## config.mk

```make
export PLATFORM = sky130hd
export DESIGN_NAME = disp_sync_gen
export DESIGN_NICKNAME = d
export VERILOG_FILES = /design/src/rtl/disp_sync_pkg.sv /design/src/rtl/disp_cfg_unpack.sv /design/src/rtl/disp_axis_ctr.sv /design/src/rtl/disp_out_stage.sv /design/src/rtl/disp_sync_gen.sv
export SDC_FILE = /design/constraint.sdc
export NUM_CORES = 1
export LEC_CHECK = 0
export BUFFER_PORTS_ARGS = -buffer_cell sky130_fd_sc_hd__buf_2
export CORE_MARGIN = 5
export CORE_UTILIZATION = 50
export CTS_CLUSTER_DIAMETER = 120
export DETAILED_ROUTE_END_ITERATION = 12
export GPL_ROUTABILITY_DRIVEN = 0
export GPL_TIMING_DRIVEN = 0
export HOLD_SLACK_MARGIN = 0.03
export MAX_ROUTING_LAYER = met4
export PLACE_DENSITY = 0.77
export SYNTH_ARGS = -nofsm -noshare
export SYNTH_HDL_FRONTEND = slang
export SYNTH_HIERARCHICAL = 1
export SYNTH_SLANG_ARGS = --single-unit
```

## constraint.sdc

```tcl
create_clock -name clk -period 7.2 [get_ports clk]
set_input_delay 1.8 -clock clk [delete_from_list [all_inputs] [get_ports clk]]
set_output_delay 1.8 -clock clk [all_outputs]
set_load 0.05 [all_outputs]
```

## src/rtl/disp_sync_pkg.sv

```systemverilog
// Shared types and helpers for the display sync timing generator.
// Assumes configuration fields are 16 bits wide on each axis.
package disp_sync_pkg;

    localparam int FIELD_W = 16;

    typedef enum logic [2:0] {
        PH_LEAD = 3'd0,
        PH_SYNC = 3'd1,
        PH_BP   = 3'd2,
        PH_ACT  = 3'd3,
        PH_FP   = 3'd4
    } phase_e;

    typedef struct packed {
        logic [FIELD_W-1:0] lead;
        logic [FIELD_W-1:0] sync;
        logic [FIELD_W-1:0] bp;
        logic [FIELD_W-1:0] act;
        logic [FIELD_W-1:0] fp;
    } axis_len_t;

    // Raise a zero length to one so every phase lasts at least a clock.
    function automatic logic [FIELD_W-1:0] fn_min1(input logic [FIELD_W-1:0] v);
        return (v == '0) ? FIELD_W'(1) : v;
    endfunction

    // Limit a value to an upper bound.
    function automatic logic [FIELD_W-1:0] fn_clamp(input logic [FIELD_W-1:0] v,
                                                    input logic [FIELD_W-1:0] lim);
        return (v > lim) ? lim : v;
    endfunction

endpackage

```

## src/rtl/disp_cfg_unpack.sv

```systemverilog
// Splits the packed horizontal/vertical configuration words into one
// length set per axis. Applies the one-clock minimum and the size limit.
// Assumes the words are static while the generator runs.
module disp_cfg_unpack
    import disp_sync_pkg::*;
#(
    parameter int MAX_W = 1366,
    parameter int MAX_H = 768
) (
    input  logic [31:0]         cfg_lead,
    input  logic [31:0]         cfg_sync,
    input  logic [31:0]         cfg_bp,
    input  logic [31:0]         cfg_fp,
    input  logic [31:0]         cfg_active,
    output axis_len_t [1:0]     lens_o
);

    // Axis 0 is horizontal (low half), axis 1 is vertical (high half).
    for (genvar a = 0; a < 2; a++) begin : g_axis
        localparam int LIM = (a == 0) ? MAX_W : MAX_H;
        always_comb begin
            lens_o[a].lead = fn_min1(cfg_lead[a*FIELD_W +: FIELD_W]);
            lens_o[a].sync = fn_min1(cfg_sync[a*FIELD_W +: FIELD_W]);
            lens_o[a].bp   = fn_min1(cfg_bp[a*FIELD_W +: FIELD_W]);
            lens_o[a].fp   = fn_min1(cfg_fp[a*FIELD_W +: FIELD_W]);
            lens_o[a].act  = fn_min1(fn_clamp(cfg_active[a*FIELD_W +: FIELD_W],
                                              FIELD_W'(LIM)));
        end
    end

endmodule

```

## src/rtl/disp_axis_ctr.sv

```systemverilog
// One timing axis: walks lead-in, sync, back porch, active and front porch,
// holding each phase for its programmed length. It advances only when step
// is high. wrap_o flags the step that leaves the last front-porch count.
// Assumes every length is at least one.
module disp_axis_ctr
    import disp_sync_pkg::*;
(
    input  logic                clk,
    input  logic                rst_n,
    input  logic                step,
    input  axis_len_t           len,
    output phase_e              phase_o,
    output logic [FIELD_W-1:0]  count_o,
    output logic                wrap_o
);

    logic [FIELD_W-1:0] cur_len;
    logic               last;

    // Select the length of the phase in progress.
    always_comb begin
        case (phase_o)
            PH_LEAD: cur_len = len.lead;
            PH_SYNC: cur_len = len.sync;
            PH_BP:   cur_len = len.bp;
            PH_ACT:  cur_len = len.act;
            default: cur_len = len.fp;
        endcase
    end

    assign last   = (count_o == cur_len - 1'b1);
    assign wrap_o = step && last && (phase_o == PH_FP);

    // Advance the count, moving to the next phase at its last count.
    always_ff @(posedge clk) begin
        if (!rst_n) begin
            phase_o <= PH_LEAD;
            count_o <= '0;
        end else if (step) begin
            if (last) begin
                count_o <= '0;
                case (phase_o)
                    PH_LEAD: phase_o <= PH_SYNC;
                    PH_SYNC: phase_o <= PH_BP;
                    PH_BP:   phase_o <= PH_ACT;
                    PH_ACT:  phase_o <= PH_FP;
                    default: phase_o <= PH_LEAD;
                endcase
            end else begin
                count_o <= count_o + 1'b1;
            end
        end
    end

endmodule

```

## src/rtl/disp_out_stage.sv

```systemverilog
// Output register stage: turns both axis positions into active-low syncs,
// active-high data enable and the active-region coordinates.
// Assumes the active lengths never exceed the coordinate range.
module disp_out_stage
    import disp_sync_pkg::*;
#(
    parameter int XW = 11,
    parameter int YW = 10
) (
    input  logic                clk,
    input  logic                rst_n,
    input  phase_e              h_phase,
    input  phase_e              v_phase,
    input  logic [FIELD_W-1:0]  h_count,
    input  logic [FIELD_W-1:0]  v_count,
    output logic                hsync_n,
    output logic                vsync_n,
    output logic                de,
    output logic [XW-1:0]       px_x,
    output logic [YW-1:0]       px_y
);

    logic in_act;

    // Active region; the range guard keeps coordinates inside their width.
    assign in_act = (h_phase == PH_ACT) && (v_phase == PH_ACT) &&
                    (h_count < FIELD_W'(2**XW)) && (v_count < FIELD_W'(2**YW));

    // Register all panel-facing outputs.
    always_ff @(posedge clk) begin
        if (!rst_n) begin
            hsync_n <= 1'b1;
            vsync_n <= 1'b1;
            de      <= 1'b0;
            px_x    <= '0;
            px_y    <= '0;
        end else begin
            hsync_n <= (h_phase != PH_SYNC);
            vsync_n <= (v_phase != PH_SYNC);
            de      <= in_act;
            px_x    <= in_act ? h_count[XW-1:0] : '0;
            px_y    <= in_act ? v_count[YW-1:0] : '0;
        end
    end

endmodule

```

## src/rtl/disp_sync_gen.sv

```systemverilog
// Top of the display sync timing generator. It unpacks the configuration,
// runs a horizontal counter every clock and a vertical counter once per line,
// then registers the panel outputs.
// Assumes the configuration is stable between resets.
module disp_sync_gen
    import disp_sync_pkg::*;
#(
    parameter int MAX_W = 1366,
    parameter int MAX_H = 768
) (
    input  logic                        clk,
    input  logic                        rst_n,
    input  logic [31:0]                 cfg_lead,
    input  logic [31:0]                 cfg_sync,
    input  logic [31:0]                 cfg_bp,
    input  logic [31:0]                 cfg_fp,
    input  logic [31:0]                 cfg_active,
    output logic                        hsync_n,
    output logic                        vsync_n,
    output logic                        de,
    output logic [$clog2(MAX_W)-1:0]    px_x,
    output logic [$clog2(MAX_H)-1:0]    px_y
);

    localparam int XW = $clog2(MAX_W);
    localparam int YW = $clog2(MAX_H);

    axis_len_t [1:0]    lens;
    phase_e             h_phase, v_phase;
    logic [FIELD_W-1:0] h_count, v_count;
    logic               h_wrap, v_wrap_unused;

    disp_cfg_unpack #(.MAX_W(MAX_W), .MAX_H(MAX_H)) u_unpack (
        .cfg_lead   (cfg_lead),
        .cfg_sync   (cfg_sync),
        .cfg_bp     (cfg_bp),
        .cfg_fp     (cfg_fp),
        .cfg_active (cfg_active),
        .lens_o     (lens)
    );

    disp_axis_ctr u_hctr (
        .clk     (clk),
        .rst_n   (rst_n),
        .step    (1'b1),
        .len     (lens[0]),
        .phase_o (h_phase),
        .count_o (h_count),
        .wrap_o  (h_wrap)
    );

    disp_axis_ctr u_vctr (
        .clk     (clk),
        .rst_n   (rst_n),
        .step    (h_wrap),
        .len     (lens[1]),
        .phase_o (v_phase),
        .count_o (v_count),
        .wrap_o  (v_wrap_unused)
    );

    disp_out_stage #(.XW(XW), .YW(YW)) u_out (
        .clk     (clk),
        .rst_n   (rst_n),
        .h_phase (h_phase),
        .v_phase (v_phase),
        .h_count (h_count),
        .v_count (v_count),
        .hsync_n (hsync_n),
        .vsync_n (vsync_n),
        .de      (de),
        .px_x    (px_x),
        .px_y    (px_y)
    );

endmodule

```

==> out/qor.yml, run 1 <==
outcome:
  status: "completed"
flow_run:
  maxCapViolations: 0
placed_design:
  placed_area_sq_um: 7930
  port-buffer-count: 185
  dp.final_hpwl_microns: 16700
setup_path:
  crit_arrival_ps: 6930
  path_max_fanout: 6
  crit_required_ps: 7410
  worstSetupPathType: "input port to register"
  endpoint_kind: "register"
  critPathLaunchType: "input port"
synth:
  synth-warning-count: 6
  post_synth_instance_area_sq_um: 6730
  synthesis.area_per_instance_sq_um: 8.08
  syn-instance-count: 832
timing:
  rsz0062_at_grt: "false"
  relSlewSlack_pct: 44.7
  min_period_ps: 6720
  worst_slew_pin_slew_ps: 820
  fin_crit_sh_pct: 93.3
  finalSetupTns_ps: 0
  hold_viol_final: 0
  holdWs_ps: 465
  final-max-slew-violation-count: 0
  setup_viol: 0
  skew_ps: 5.12
  max_freq_ghz: 0.149
routing:
  dr_wl_met3_microns: 1710
  drtAntennaViolNets: 0
  wl_met1_microns: 9160
  wl_per_cell_microns: 16.5
  drt_first_pass_iters: 7
  wirelength_microns: 20200
  dr_wl_met2_microns: 8970
  vias: 7052
  top_layer: "met4"
  drc: 0
  drt-vias-per-instance: 5.76
  drt_iter0_drc: 609
global_routing:
  grt_pass1_wl_microns: 32400
  antenna_found_initial: 0
  globalRouteOverflowTotal: 0
  grt_max_degree: 17
  grt_pass1_vias: 6600
  grt_use_total_pct: 25.1
clock_network:
  holdBufCountCts: 0
  cts_tree: "done"
  clkTransAtPathRegs_ps: 50
  clkSinkCount: 62
  post-cts-setup-buffers: 0
  cts_max_level: 3
  cts_buffer_depth: 2
  clk_latency_ps: 320
  cts_root_buf: "clkbuf_16"
  numCtsBuffers: 9
die:
  die-area_sq_um: 15900
  die_y_microns: 126
  placementRows: 42
  pin_count: 186
  start_util_pct: 50.8
  core_area_sq_um: 13200
  die_w_microns: 126
final_layout:
  nNetsFinal: 1210
  final_core_util_pct: 62.5
  finalInstanceArea_sq_um: 8280
  drive_gt1_share_pct: 28.6
  area_growth_pct: 23.0
  n_antenna_cell: 0
min_path:
  min_path_type: "register to register"
pwr:
  p_leak_nw: 3.36
  cellPowerDensity_nw_per_um2: 125
  ir_drop_mv: 0.0954
  fin_total_pwr_mw: 1.03
==> stage by stage <==
step           worst slack (ps)  std cells
5_1_grt                    76.3       1224
6_report                    484       1224
3_5_place_dp               -148       1209
4_1_cts                     177       1224
2_1_floorplan               808        848
3_3_place_gp              -78.5       1209
==> worst max-delay path, cell delays in order <==
cell and delay (ps):
buf_2 100, or4_4 520, a211o_1 330, a21oi_2 200, nand2b_1 120, mux4_2 520, a211o_1 340, a2111oi_0 400
mux2_2 240, a311oi_1 60, a2111o_1 460, nor4_2 620, nand4_1 350, nor2_1 170, nand4_1 220, nor3_1 270
xnor2_1 150, nor2_1 50
==> cells in the final DEF (no fill, tap or decap), drive strengths merged, types with 6 or more instances in the layout <==
cell	n
inv	17
xnor2	40
nand2	43
dfxtp	62
a41o	8
mux2i	60
nand2b	13
o211ai	6
a32oi	6
a22oi	12
nor2b	8
mux4	28
buf	218
xor2	18
a31oi	8
o31ai	10
and3	27
conb	18
o21ai	10
and2	17
clkbuf	135
nor3	24
nor2	53
a22o	8
a21oi	6
nand4	24
nand3	23
a21boi	12
nor4	40
==> layer usage <==
metal  track usage [%]  up-vias
met4              5.99        0
met1              35.7     3249
met3              3.05       30
met5                 -        -
met2              38.3      341
li1                  -     3432
==> power breakdown <==
part	switching, mW	internal [mW]	total [mW]
combinational	0.103	0.102	0.205
clock	0.147	0.336	0.483
sequential	0.00206	0.345	0.347
total	0.252	0.782	1.03
==> state kept, by name (all words and copies together) (netlist names), 3 cells and up <==
| name | cells |
|---|---|
| u_hctr/phase_o | 3 |
| u_hctr/count_o | 16 |
| u_out/px_y | 10 |
| u_vctr/phase_o | 3 |
| u_vctr/count_o | 16 |
| u_out/px_x | 11 |
==> final timing paths <==
path	from	endpoint	slack [ps]	cells after the start
setup reg to reg	u_hctr/phase_o[2]$_SDFFE_PN0P_	u_vctr/count_o[15]$_SDFFE_PN0P_	2340	17
hold / removal	u_hctr/phase_o[0]$_SDFFE_PN0P_	u_out/hsync_n$_SDFF_PN1_	470	1
setup / recovery	cfg_active[15]	u_vctr/count_o[15]$_SDFFE_PN0P_	480	18
hold reg to reg	u_hctr/phase_o[0]$_SDFFE_PN0P_	u_out/hsync_n$_SDFF_PN1_	470	1
==> what timing repair did <==
item,4_1_cts,5_1_grt
resized for setup,0,1
endpoints found under the setup margin,0,15
hold endpoints to repair,0,0
==> area by class of cell <==
| class | count | area [sq um] |
|---|---|---|
| Timing Repair Buffer | 185 | 926 |
| Tap cell | 176 | 220 |
| Clock buffer | 9 | 225 |
| Sequential cell | 62 | 1240 |
| Clock inverter | 6 | 111 |
| Inverter | 17 | 63.8 |
| Multi-Input combinational cell | 610 | 4770 |
| Fill cell | 1256 | 4970 |
| Buffer | 159 | 718 |
(Power assumes the default switching activity.)
==> inputs of run 2 (changes only) <==
CORE_MARGIN = 1   (was 5)
==> run 2 against run 1 <==
Against the previous run:
- flip-flop and latch count is the same
- total power about the same
- cell count is essentially flat
- critical path depth fell by 1
- register-to-register slack improved by 200 ps
- die area down 12%
- clock power hardly changed
- combinational power hardly changed
- sequential power is essentially flat
- hold slack improved by 3.9 ps
- critical endpoint unchanged
- largest cell class unchanged
==> out/qor.yml, run 2 (synthesis gave the netlist of run 1 again) <==
routing:
  drt_iter0_drc: 624
  wirelength_microns: 19700
  drtAntennaViolNets: 0
  drc: 0
  drt_first_pass_iters: 8
  drt-vias-per-instance: 5.73
  vias: 7024
  wl_per_cell_microns: 16.1
global_routing:
  grt_max_degree: 17
  antenna_found_initial: 0
  globalRouteOverflowTotal: 0
  grt_pass1_vias: 6440
  grt_pass1_wl_microns: 32100
  grt_use_total_pct: 29.3
die:
  start_util_pct: 51.0
  placementRows: 42
  core_area_sq_um: 13200
  die_w_microns: 118
  die_y_microns: 118
  pin_count: 186
  die-area_sq_um: 13900
final_layout:
  final_common_cell: "buf_2"
  area_growth_pct: 23.1
  reg_top3: "u_hctr/count_o x16, u_vctr/count_o x16, u_out/px_x x11"
  final_cell_mix: "195 x buf_2, 126 x clkbuf_1, 62 x dfxtp_1"
  final_core_util_pct: 62.8
  final.fill_count: 1197
  nNetsFinal: 1210
  finalInstanceArea_sq_um: 8280
  n_antenna_cell: 0
  drive_gt1_share_pct: 28.7
  fin_cells: 1225
clock_network:
  post-cts-setup-buffers: 0
  cts_tree: "done"
  cts_buffer_depth: 2
  numCtsBuffers: 9
  clkSinkCount: 62
  holdBufCountCts: 0
  cts_max_level: 3
  clkTransAtPathRegs_ps: 60
  clk_latency_ps: 330
  cts_resized: 0
  cts_root_buf: "clkbuf_16"
timing:
  setup_viol: 0
  min_period_ps: 6720
  hold_viol_final: 0
  max_freq_ghz: 0.149
  fin_crit_sh_pct: 93.3
  skew_ps: 11.7
  worst_slew_pin_slew_ps: 767
  rsz0062_at_grt: "false"
  worst_slack_ps: 482
  finalSetupTns_ps: 0
  relSlewSlack_pct: 48.2
  holdWs_ps: 469
  final-max-slew-violation-count: 0
setup_path:
  crit_arrival_ps: 6940
  endpoint_kind: "register"
  critPathLaunchType: "input port"
  path_max_fanout: 10
  worstSetupPathType: "input port to register"
  r2r_start: "u_hctr/phase_o[2]$_SDFFE_PN0P_"
  critPathLaunch: "cfg_active[15]"
  crit_required_ps: 7420
placed_design:
  dpl_worst_slack_ps: -152
  port-buffer-count: 185
  placed_area_sq_um: 7930
  dp_cells: 1209
  dp.final_hpwl_microns: 16300
pwr:
  p_clk_share_pct: 46.5
  fin_total_pwr_mw: 1.03
  cellPowerDensity_nw_per_um2: 125
  p_sw_share_pct: 27.0
  combPwrFrac_pct: 20.0
  ir_drop_mv: 0.0979
  p_leak_nw: 3.37
  switchingPower_mw: 0.279
  internal-power_mw: 0.755
  seqPwrFrac_pct: 33.5
min_path:
  min_from: "u_hctr/phase_o[0]$_SDFFE_PN0P_"
  min_path_type: "register to register"
flow_run:
  maxCapViolations: 0
outcome:
  status: "completed"
==> run 2: final timing paths <==
check / slack [ps] / cells after the start / endpoint
hold reg to reg: 470 / 1 / u_out/hsync_n$_SDFF_PN1_
setup / recovery: 480 / 17 / u_vctr/count_o[15]$_SDFFE_PN0P_
hold / removal: 470 / 1 / u_out/hsync_n$_SDFF_PN1_
setup reg to reg: 2540 / 16 / u_vctr/count_o[15]$_SDFFE_PN0P_
==> run 2: power groups by stage <==
stage	registers (mW)	clock network [mW]	logic, mW
finish	0.346	0.481	0.207
global route	0.346	0.507	0.226
CTS	0.346	0.488	0.203
detailed placement	0.354	0	0.202
global placement	0.354	0	0.198
floorplan	0.353	0	0.118
==> run 2: area by class of cell <==
| cell class | instances | area [sq um] | share of cell area, % |
|---|---|---|---|
| buffer | 159 | 718 | 8.68 |
| clock buffer | 9 | 225 | 2.72 |
| sequential | 62 | 1240 | 15.0 |
| timing repair buffer | 185 | 926 | 11.2 |
| tap | 176 | 220 | 2.66 |
| multi-input combinational | 610 | 4780 | 57.7 |
| inverter | 17 | 63.8 | 0.771 |
| clock inverter | 7 | 105 | 1.27 |
==> run 2: per-layer routing <==
layer  vias to the layer above  global-route usage (%)  wire (microns)
met5                         -                       -               0
met4                         0                    7.53             365
met3                        47                    5.18            1720
met2                       352                    44.9            8740
met1                      3198                    39.8            8920
li1                       3427                       -               -
==> run 2: worst max-delay path, stage by stage <==
cell       delay [ps]
buf_2             100
or4_4             530
a211o_1           320
a21oi_2           200
nand2b_1          140
mux4_2            540
a211o_1           350
a2111oi_0         550
mux2_2            250
a311oi_1           70
a2111o_1          480
nor4_4            460
inv_1             130
nand4bb_1         330
o31ai_4           410
buf_6             200
nor2_1             50
